==> src/rtl/lcd_tg_pkg.sv <==
package lcd_tg_pkg;
  localparam int DELAY_MAX = 30;
  localparam int DELAY_W   = $clog2(DELAY_MAX + 1);

  typedef enum logic {
    CH_PRIMARY   = 1'b0,
    CH_SECONDARY = 1'b1
  } chan_e;
endpackage

==> src/rtl/lcd_tg_hcount.sv <==
module lcd_tg_hcount #(
  parameter int HW = 12
) (
  input  logic          clk,
  input  logic          rst_n,
  input  logic          adv,      // counting allowed this cycle
  input  logic          act,      // channel running (decode qualifier)
  input  logic [HW-1:0] h_total,
  input  logic [HW-1:0] h_sync,
  input  logic [HW-1:0] h_bp,
  input  logic [HW-1:0] h_active,
  output logic [HW-1:0] hcnt,
  output logic          line_end,
  output logic          hs_act,
  output logic          h_win
);
  logic [HW:0]   hnext;
  logic [HW:0]   win_end;
  logic [HW-1:0] hcnt_n;

  assign hnext    = {1'b0, hcnt} + 1'b1;
  assign win_end  = {1'b0, h_bp} + {1'b0, h_active};
  assign line_end = adv && (hnext >= {1'b0, h_total});
  assign hs_act   = act && (hcnt < h_sync);
  assign h_win    = act && (hcnt >= h_bp) && ({1'b0, hcnt} < win_end);

  always_comb begin
    if (!adv)          hcnt_n = '0;
    else if (line_end) hcnt_n = '0;
    else               hcnt_n = hnext[HW-1:0];
  end

  always_ff @(posedge clk or negedge rst_n) begin
    if (!rst_n) hcnt <= '0;
    else        hcnt <= hcnt_n;
  end
endmodule

==> src/rtl/lcd_tg_vcount.sv <==
module lcd_tg_vcount
  import lcd_tg_pkg::*;
#(
  parameter int VW = 12
) (
  input  logic          clk,
  input  logic          rst_n,
  input  logic          adv,
  input  logic          act,
  input  logic          line_end,
  input  logic [VW-1:0] v_total,
  input  logic [VW-1:0] v_active,
  input  logic [VW-1:0] v_bp,
  input  logic [VW-1:0] v_sync,
  input  logic          interlace,
  input  chan_e         chan,
  input  logic          nxt_interlace, // mode loaded at the wrap
  output logic [VW-1:0] vcnt,
  output logic          field,
  output logic          field_end,
  output logic          vs_act,
  output logic          v_win
);
  logic [VW-1:0] vlines;
  logic [VW-1:0] vact;
  logic [VW:0]   vnext;
  logic [VW:0]   win_end;
  logic [VW-1:0] vcnt_n;
  logic          field_n;

  always_comb begin
    if (interlace)                 vlines = field ? (v_total - (v_total >> 1)) : (v_total >> 1);
    else if (chan == CH_SECONDARY) vlines = v_total >> 1;
    else                           vlines = v_total;
  end

  assign vact      = interlace ? (v_active >> 1) : v_active;
  assign vnext     = {1'b0, vcnt} + 1'b1;
  assign win_end   = {1'b0, v_bp} + {1'b0, vact};
  assign field_end = line_end && (vnext >= {1'b0, vlines});
  assign vs_act    = act && (vcnt < v_sync);
  assign v_win     = act && (vcnt >= v_bp) && ({1'b0, vcnt} < win_end);

  always_comb begin
    vcnt_n  = vcnt;
    field_n = field;
    if (!adv) begin
      vcnt_n  = '0;
      field_n = 1'b0;
    end else if (field_end) begin
      vcnt_n  = '0;
      field_n = nxt_interlace & ~field;
    end else if (line_end) begin
      vcnt_n  = vnext[VW-1:0];
    end
  end

  always_ff @(posedge clk or negedge rst_n) begin
    if (!rst_n) begin
      vcnt  <= '0;
      field <= 1'b0;
    end else begin
      vcnt  <= vcnt_n;
      field <= field_n;
    end
  end
endmodule

==> src/rtl/lcd_tg_delay.sv <==
module lcd_tg_delay
  import lcd_tg_pkg::*;
#(
  parameter int VW = 12
) (
  input  logic [VW-1:0]      v_total,
  input  logic [VW-1:0]      v_active,
  input  logic               interlace,
  input  chan_e              chan,
  output logic [DELAY_W-1:0] delay
);
  logic [VW-1:0] base;
  logic [VW-1:0] blank;
  logic [VW-1:0] half;
  logic [VW-1:0] trim;

  always_comb begin
    base  = (chan == CH_SECONDARY && !interlace) ? (v_total >> 1) : v_total;
    blank = (base > v_active) ? (base - v_active) : '0;
    half  = interlace ? (blank >> 1) : blank;
    if (chan == CH_SECONDARY) trim = (half > VW'(2)) ? (half - VW'(2)) : '0;
    else                      trim = half;
    delay = (trim > VW'(DELAY_MAX)) ? DELAY_W'(DELAY_MAX) : trim[DELAY_W-1:0];
  end
endmodule

==> src/rtl/lcd_raster_gen.sv <==
module lcd_raster_gen
  import lcd_tg_pkg::*;
#(
  parameter int HW = 12,
  parameter int VW = 12
) (
  input  logic               clk,
  input  logic               rst_n,
  input  logic               cfg_enable,
  input  logic               cfg_chan,
  input  logic               cfg_interlace,
  input  logic [HW-1:0]      cfg_h_active,
  input  logic [HW-1:0]      cfg_h_total,
  input  logic [HW-1:0]      cfg_h_bp,
  input  logic [HW-1:0]      cfg_h_sync,
  input  logic [VW-1:0]      cfg_v_active,
  input  logic [VW-1:0]      cfg_v_total,
  input  logic [VW-1:0]      cfg_v_bp,
  input  logic [VW-1:0]      cfg_v_sync,
  input  logic               cfg_hs_inv,
  input  logic               cfg_vs_inv,
  input  logic               cfg_force_high,
  output logic               pad_oe,
  output logic               hsync_o,
  output logic               vsync_o,
  output logic               de_o,
  output logic               field_o,
  output logic               frame_start_o,
  output logic [HW-1:0]      pix_x,
  output logic [VW-1:0]      pix_y,
  output logic [DELAY_W-1:0] start_delay
);
  typedef struct packed {
    logic [HW-1:0] h_active;
    logic [HW-1:0] h_total;
    logic [HW-1:0] h_bp;
    logic [HW-1:0] h_sync;
    logic [VW-1:0] v_active;
    logic [VW-1:0] v_total;
    logic [VW-1:0] v_bp;
    logic [VW-1:0] v_sync;
    logic          il;
    chan_e         chan;
    logic          hs_inv;
    logic          vs_inv;
    logic          force_high;
  } mode_t;

  mode_t         sh, sh_n, cfg_now;
  logic          running, running_n;
  logic          start, load, adv;
  logic [HW-1:0] hcnt;
  logic [VW-1:0] vcnt;
  logic          line_end, field_end, hs_act, vs_act, h_win, v_win, field;
  logic          de_int;

  always_comb begin
    cfg_now.h_active   = cfg_h_active;
    cfg_now.h_total    = cfg_h_total;
    cfg_now.h_bp       = cfg_h_bp;
    cfg_now.h_sync     = cfg_h_sync;
    cfg_now.v_active   = cfg_v_active;
    cfg_now.v_total    = cfg_v_total;
    cfg_now.v_bp       = cfg_v_bp;
    cfg_now.v_sync     = cfg_v_sync;
    cfg_now.il         = cfg_interlace;
    cfg_now.chan       = chan_e'(cfg_chan);
    cfg_now.hs_inv     = cfg_hs_inv;
    cfg_now.vs_inv     = cfg_vs_inv;
    cfg_now.force_high = cfg_force_high;
  end

  // Next-state: run flag and mode shadow (clock enable = load)
  assign start     = cfg_enable & ~running;
  assign adv       = cfg_enable & running;
  assign load      = start | field_end;
  assign running_n = cfg_enable;
  assign sh_n      = load ? cfg_now : sh;

  always_ff @(posedge clk or negedge rst_n) begin
    if (!rst_n) begin
      running <= 1'b0;
      sh      <= '0;
    end else begin
      running <= running_n;
      sh      <= sh_n;
    end
  end

  lcd_tg_hcount #(.HW(HW)) u_h (
    .clk(clk), .rst_n(rst_n), .adv(adv), .act(running),
    .h_total(sh.h_total), .h_sync(sh.h_sync), .h_bp(sh.h_bp), .h_active(sh.h_active),
    .hcnt(hcnt), .line_end(line_end), .hs_act(hs_act), .h_win(h_win)
  );

  lcd_tg_vcount #(.VW(VW)) u_v (
    .clk(clk), .rst_n(rst_n), .adv(adv), .act(running), .line_end(line_end),
    .v_total(sh.v_total), .v_active(sh.v_active), .v_bp(sh.v_bp), .v_sync(sh.v_sync),
    .interlace(sh.il), .chan(sh.chan), .nxt_interlace(cfg_interlace),
    .vcnt(vcnt), .field(field), .field_end(field_end), .vs_act(vs_act), .v_win(v_win)
  );

  lcd_tg_delay #(.VW(VW)) u_d (
    .v_total(sh.v_total), .v_active(sh.v_active), .interlace(sh.il), .chan(sh.chan),
    .delay(start_delay)
  );

  // Output decode
  assign de_int        = h_win & v_win;
  assign pad_oe        = running;
  assign hsync_o       = hs_act ^ (sh.hs_inv & ~sh.force_high);
  assign vsync_o       = vs_act ^ (sh.vs_inv & ~sh.force_high);
  assign de_o          = de_int;
  assign field_o       = field;
  assign frame_start_o = running && (hcnt == '0) && (vcnt == '0);
  assign pix_x         = de_int ? (hcnt - sh.h_bp) : '0;
  assign pix_y         = de_int ? (vcnt - sh.v_bp) : '0;
endmodule

==> config.mk <==
export PLATFORM = sky130hd
export DESIGN_NAME = lcd_raster_gen
export DESIGN_NICKNAME = d
export VERILOG_FILES = /design/src/rtl/lcd_tg_pkg.sv /design/src/rtl/lcd_tg_hcount.sv /design/src/rtl/lcd_tg_vcount.sv /design/src/rtl/lcd_tg_delay.sv /design/src/rtl/lcd_raster_gen.sv
export SDC_FILE = /design/constraint.sdc
export NUM_CORES = 1
export LEC_CHECK = 0
export BUFFER_PORTS_ARGS = -buffer_cell sky130_fd_sc_hd__buf_2
export CAP_MARGIN = 20
export CORE_MARGIN = 1
export CORE_UTILIZATION = 40
export CTS_CLUSTER_SIZE = 28
export DETAILED_ROUTE_END_ITERATION = 6
export HOLD_SLACK_MARGIN = 0.12
export PLACE_DENSITY_LB_ADDON = 0.1
export SETUP_SLACK_MARGIN = 0.3
export SYNTH_ARGS = -nofsm -noshare
export SYNTH_HDL_FRONTEND = slang
export SYNTH_SLANG_ARGS = --single-unit
==> constraint.sdc <==
create_clock -name clk -period 5.57 [get_ports clk]
set_input_delay 0.2785 -clock clk [delete_from_list [all_inputs] [get_ports clk]]
set_output_delay 0.2785 -clock clk [all_outputs]
set_load 0.02 [all_outputs]
==> results <==
- The final non-filler cell area is 0.0141 sq mm.
- The worst path in the final design needs a cycle of between 4 and 5 ns, including I/O delays and setup.
- In this run the vertical extent of the chip is 168 microns.
- The first TritonRoute pass finished after 5 iterations.
- The routed design has 29600 microns of wire.
- The transition at the pin with the smallest max-transition slack is 0.745 ns.
- The sequential fraction of the synthesis area is 28.7%.
- The average vias per placed instance is about 5.3.
- By count the netlist is led by ha_1 (144), dfrtp_1 (127), inv_1 (110).
- The synthesized netlist devotes between 10% and 20% of its cell area to simple gates.
- The diode insertion count for antenna repair is 0.
- The combined global-route utilization of all metal layers is a little over a fifth.
- At the later pin of the worst-skew pair, clock insertion delay measures between 0.4 and 0.5 ns.
- The worst hold endpoint is sh[32].
- The worst hold path belongs to the class input port to flop.
- Of the available clock period, the critical path in the final layout requires between 80 and 90%.
- Sorting the synthesized cells by area gives the leading types as dfrtp_1 (29%), ha_1 (16%), mux2_2 (9.4%).
- The final hold violation count is 0.
- For this run, global-route usage on met1 was measured as 27.7%.
- The fraction of the mapped netlist area in compound gates is between 10% and 20%.
- The power density over the cells is 310 mW/mm^2.
- TritonCTS built the clock tree.
- Clock-pin slew was measured on the worst setup and hold paths at 0.06 ns.
- The first-pass GRT wire length is about 47000 microns.
- around 140 I/O pins were placed.
- Port buffering added approximately 140 buffers.
- The number of global-route vias before repair was around 9100.
- The fraction of met3 tracks used by global routing is between 3 and 4%.
- The most instantiated flip-flop cell in the synthesis netlist is dfrtp_1.
- Of the total synthesized cell area, the portion taken by XOR and XNOR cells is under 10%.
- After filler insertion, the fill cell instance count of the layout stands at between 2000 and 3000.
- The count of standard-cell rows is 60.
- Averaged over all synthesized cells, the footprint is 9.33 sq um.
- Counting along the longest clock path gives a buffer depth of 2.
- Summed over all cells, the static leakage comes to around 7.0 nW.
- The arithmetic-cell share of the synthesized area counting full adders, half adders and majority gates is 17.4%.
- The effective utilization at floorplan is between 40% and 50%.
- For this block, the initial DRC count from the detailed router was around 530.
- The average wire per cell in the routed design is around 17 microns.
- In this run, CTS created clock tree buffers numbering 17.
- The clock sink total is roughly 130.
- The post-route netlist has about 23% of its cells at a drive strength greater than 1.
- The worst register-to-register path ends at sh[75].
- The final count of pins violating max slew came to 0.
- The largest net degree at the start of global routing is between 70 and 80.
- The startpoint identified for the worst hold timing path is cfg_v_total[3].
- The library cell with the highest instance count after synthesis is ha_1.
- The root buffer cell is clkbuf_16.
- The flow ran to the end, and the final reports show no timing, DRC or antenna violations.
- The most utilized layer in the global route result is met2.
- Setup violations remaining at the end of the flow were counted as 0.
- The weighted congestion at the end of routability-driven global placement is between 0.8 and 0.9.
- Summed over all failing endpoints, the final setup total negative slack is 0 ns.
- The top cell type by total area after synthesis is dfrtp_1.
- The max-capacitance violation count is 0.
- The region available for standard cell placement spans roughly 0.027 sq mm.
- STA classifies the critical path startpoint as a flop.
- The register bit count reported by yosys is between 100 and 150.
- The Yosys step of the flow raised 0 warnings.
- The critical path is of the flop to primary output type.
- VDD sags by at most 0.000186 V.
- The total grt overflow is 0.
- The detailed router placed approximately 9500 vias in this run.
- The wire-length estimate of the detail-placed layout is between 20000 and 25000 microns.
- The top achievable clock speed is 201 MHz.
- The cell count of the worst reg-to-reg path is 23.
- The share of synthesized area spent on multiplexers is a little over a tenth.
- Measured along the x axis, the die boundary spans 168 microns.
- The required time at the endpoint of the critical path is around 5.3 ns.
- The worst hold path was traced through 2 stages.
- The post-synth net total is ~1400.
- The placed instances occupy a cell area of 0.0122 sq mm.
- In this run the critical register-to-register path is launched from sh[29].
- The met2 track demand over resource is a little over a third.
- Between clock sinks in the finished design, the worst skew comes to around 0.018 ns.
- Setup repair after global routing left no endpoint under its margin.
- After technology mapping, the gate count stands at ~1200.
- The type of element capturing the critical path is a primary output.
- In this run the number of H-tree levels came out at 4.
- For the worst setup path, the data arrival time is ~4.7 ns.
- The worst register-to-register path has a setup slack of around 0.7 ns.
- The largest fanout on the critical path is 20.
- The total number of nets in the final design is around 1700.
- The remaining max-slew budget at the tightest pin is 50.3%.
- For this run, asynchronously set or reset flops after synthesis account for 100%.
- The portion of synthesized cell area occupied by the leading cell type is between 20 and 30%.
- The initial antenna violation count is 0.
- After synthesis, the largest family of logic cells by area is compound AO/OA/AOI/OAI gates.
- The combined area of all synthesized cells is 0.0111 sq mm.
- The layout overhead on the synthesized area is 27.1%.
- After synthesis, the netlist uses 86 different library cells.
- In this run, synthesis inferred 0 flip-flops with an integrated enable.
- The overall power after layout is between 4 and 5 mW.
- The detail route stage leaves a number of antenna-violating nets equal to 0.
- The full die area is between 0.02 and 0.03 sq mm.
- The DRC violation count after routing is 0.
## worst max path at each step
stage | start | to | depth (start not counted)
2_1_floorplan | sh[4] | pix_x[10] | 24
3_3_place_gp | sh[30] | sh[73] | 20
3_5_place_dp | sh[4] | pix_y[3] | 22
4_1_cts | sh[4] | pix_y[3] | 22
5_1_grt | sh[4] | pix_y[3] | 22
6_report | sh[4] | pix_y[3] | 22
## power breakdown
part	internal, mW	total [mW]	switching, mW	leakage (nW)
logic	0.940	2.06	1.12	5.15
registers	1.03	1.13	0.0995	1.54
clock network	0.678	1.17	0.487	0.289
## kinds of logic after synthesis
| kind of cell | Yosys count |
|---|---|
| AOI/OAI and AO/OA | 278 |
| buffers and inverters | 144 |
| xor gates and xnor gates | 76 |
| adders and majority gates | 150 |
| DFF | 127 |
| muxes | 105 |
| and+or+nand+nor | 306 |
## per-stage QoR
| stage | hold slack (ns) | util [%] | cells | worst slack [ns] |
|---|---|---|---|---|
| floorplan | -0.0171 | - | 1186 | 0.358 |
| global placement | 0.380 | 45.1 | 1647 | 0.480 |
| detailed placement | 0.376 | 45.1 | 1647 | 0.448 |
| CTS | 0.121 | 51.3 | 1780 | 0.308 |
| global route | 0.135 | 52.0 | 1788 | 0.300 |
| finish | 0.136 | 52.0 | 1788 | 0.597 |
## final cells by class
class | count | area (sq um) | area share (%)
repair buffers | 262 | 2000 | 14.3
multi-input cells | 915 | 7420 | 52.8
clock inverters | 14 | 173 | 1.23
well taps | 341 | 427 | 3.04
flip-flops and latches | 127 | 3180 | 22.6
inverters | 111 | 417 | 2.96
clock buffers | 18 | 429 | 3.05
## placed cells by master (no fill, tap or decap), types with 9 or more instances in the layout
master	Yosys	routed
nor2_1	61	60
mux2_2	92	92
nand2b_1	17	17
ha_1	144	141
o21ai_0	61	55
o21a_1	13	13
xnor2_1	43	43
dfrtp_1	127	125
xor2_1	31	31
a21oi_1	54	47
nand2_1	67	66
nand3_1	25	25
clkbuf_16	0	19
buf_4	0	17
dlygate4sd3_1	0	99
nor3_1	30	29
buf_2	15	136
and2_1	35	35
a21o_1	40	40
nand4_1	12	12
a32o_1	9	9
inv_1	110	110
o21bai_1	9	9
mux2_1	10	10
nor2b_1	20	19
## critical path, stage by stage (launching register included)
cell and delay (ns):
dfrtp_2 0.41, buf_12 0.14, mux2_2 0.33, ha_1 0.21, fa_2 0.36, a21o_1 0.17, a21oi_2 0.16, o21bai_1 0.10
a21oi_2 0.17, nor2b_1 0.08, o21ai_1 0.11, nand2b_1 0.08, xnor2_1 0.17, ha_1 0.26, a21o_1 0.16, a21oi_1 0.12
o21ai_0 0.10, a211oi_1 0.21, o31a_1 0.21, and3_4 0.24, buf_12 0.15, nor3b_2 0.16, buf_4 0.16
## state kept, by name, indices dropped and copies added, names as in the netlist
| signal | cells |
|---|---|
| u_v.field | 1 |
| u_h.hcnt | 12 |
| sh | 101 |
| pad_oe | 1 |
| u_v.vcnt | 12 |
## routing by layer
layer,up-vias,wire length [microns]
li1,4782,-
met1,4492,13900
met2,193,14500
met3,23,900
met4,0,352
met5,-,0
## repair_timing
action	4_1_cts	5_1_grt
hold buffers	99	0
endpoints found under the setup margin	30	131
pin swaps	2	4
gates cloned	1	2
hold endpoints to repair	173	0
gates resized for setup	10	29
buffers inserted	1	6
(Power assumes the default switching activity.)
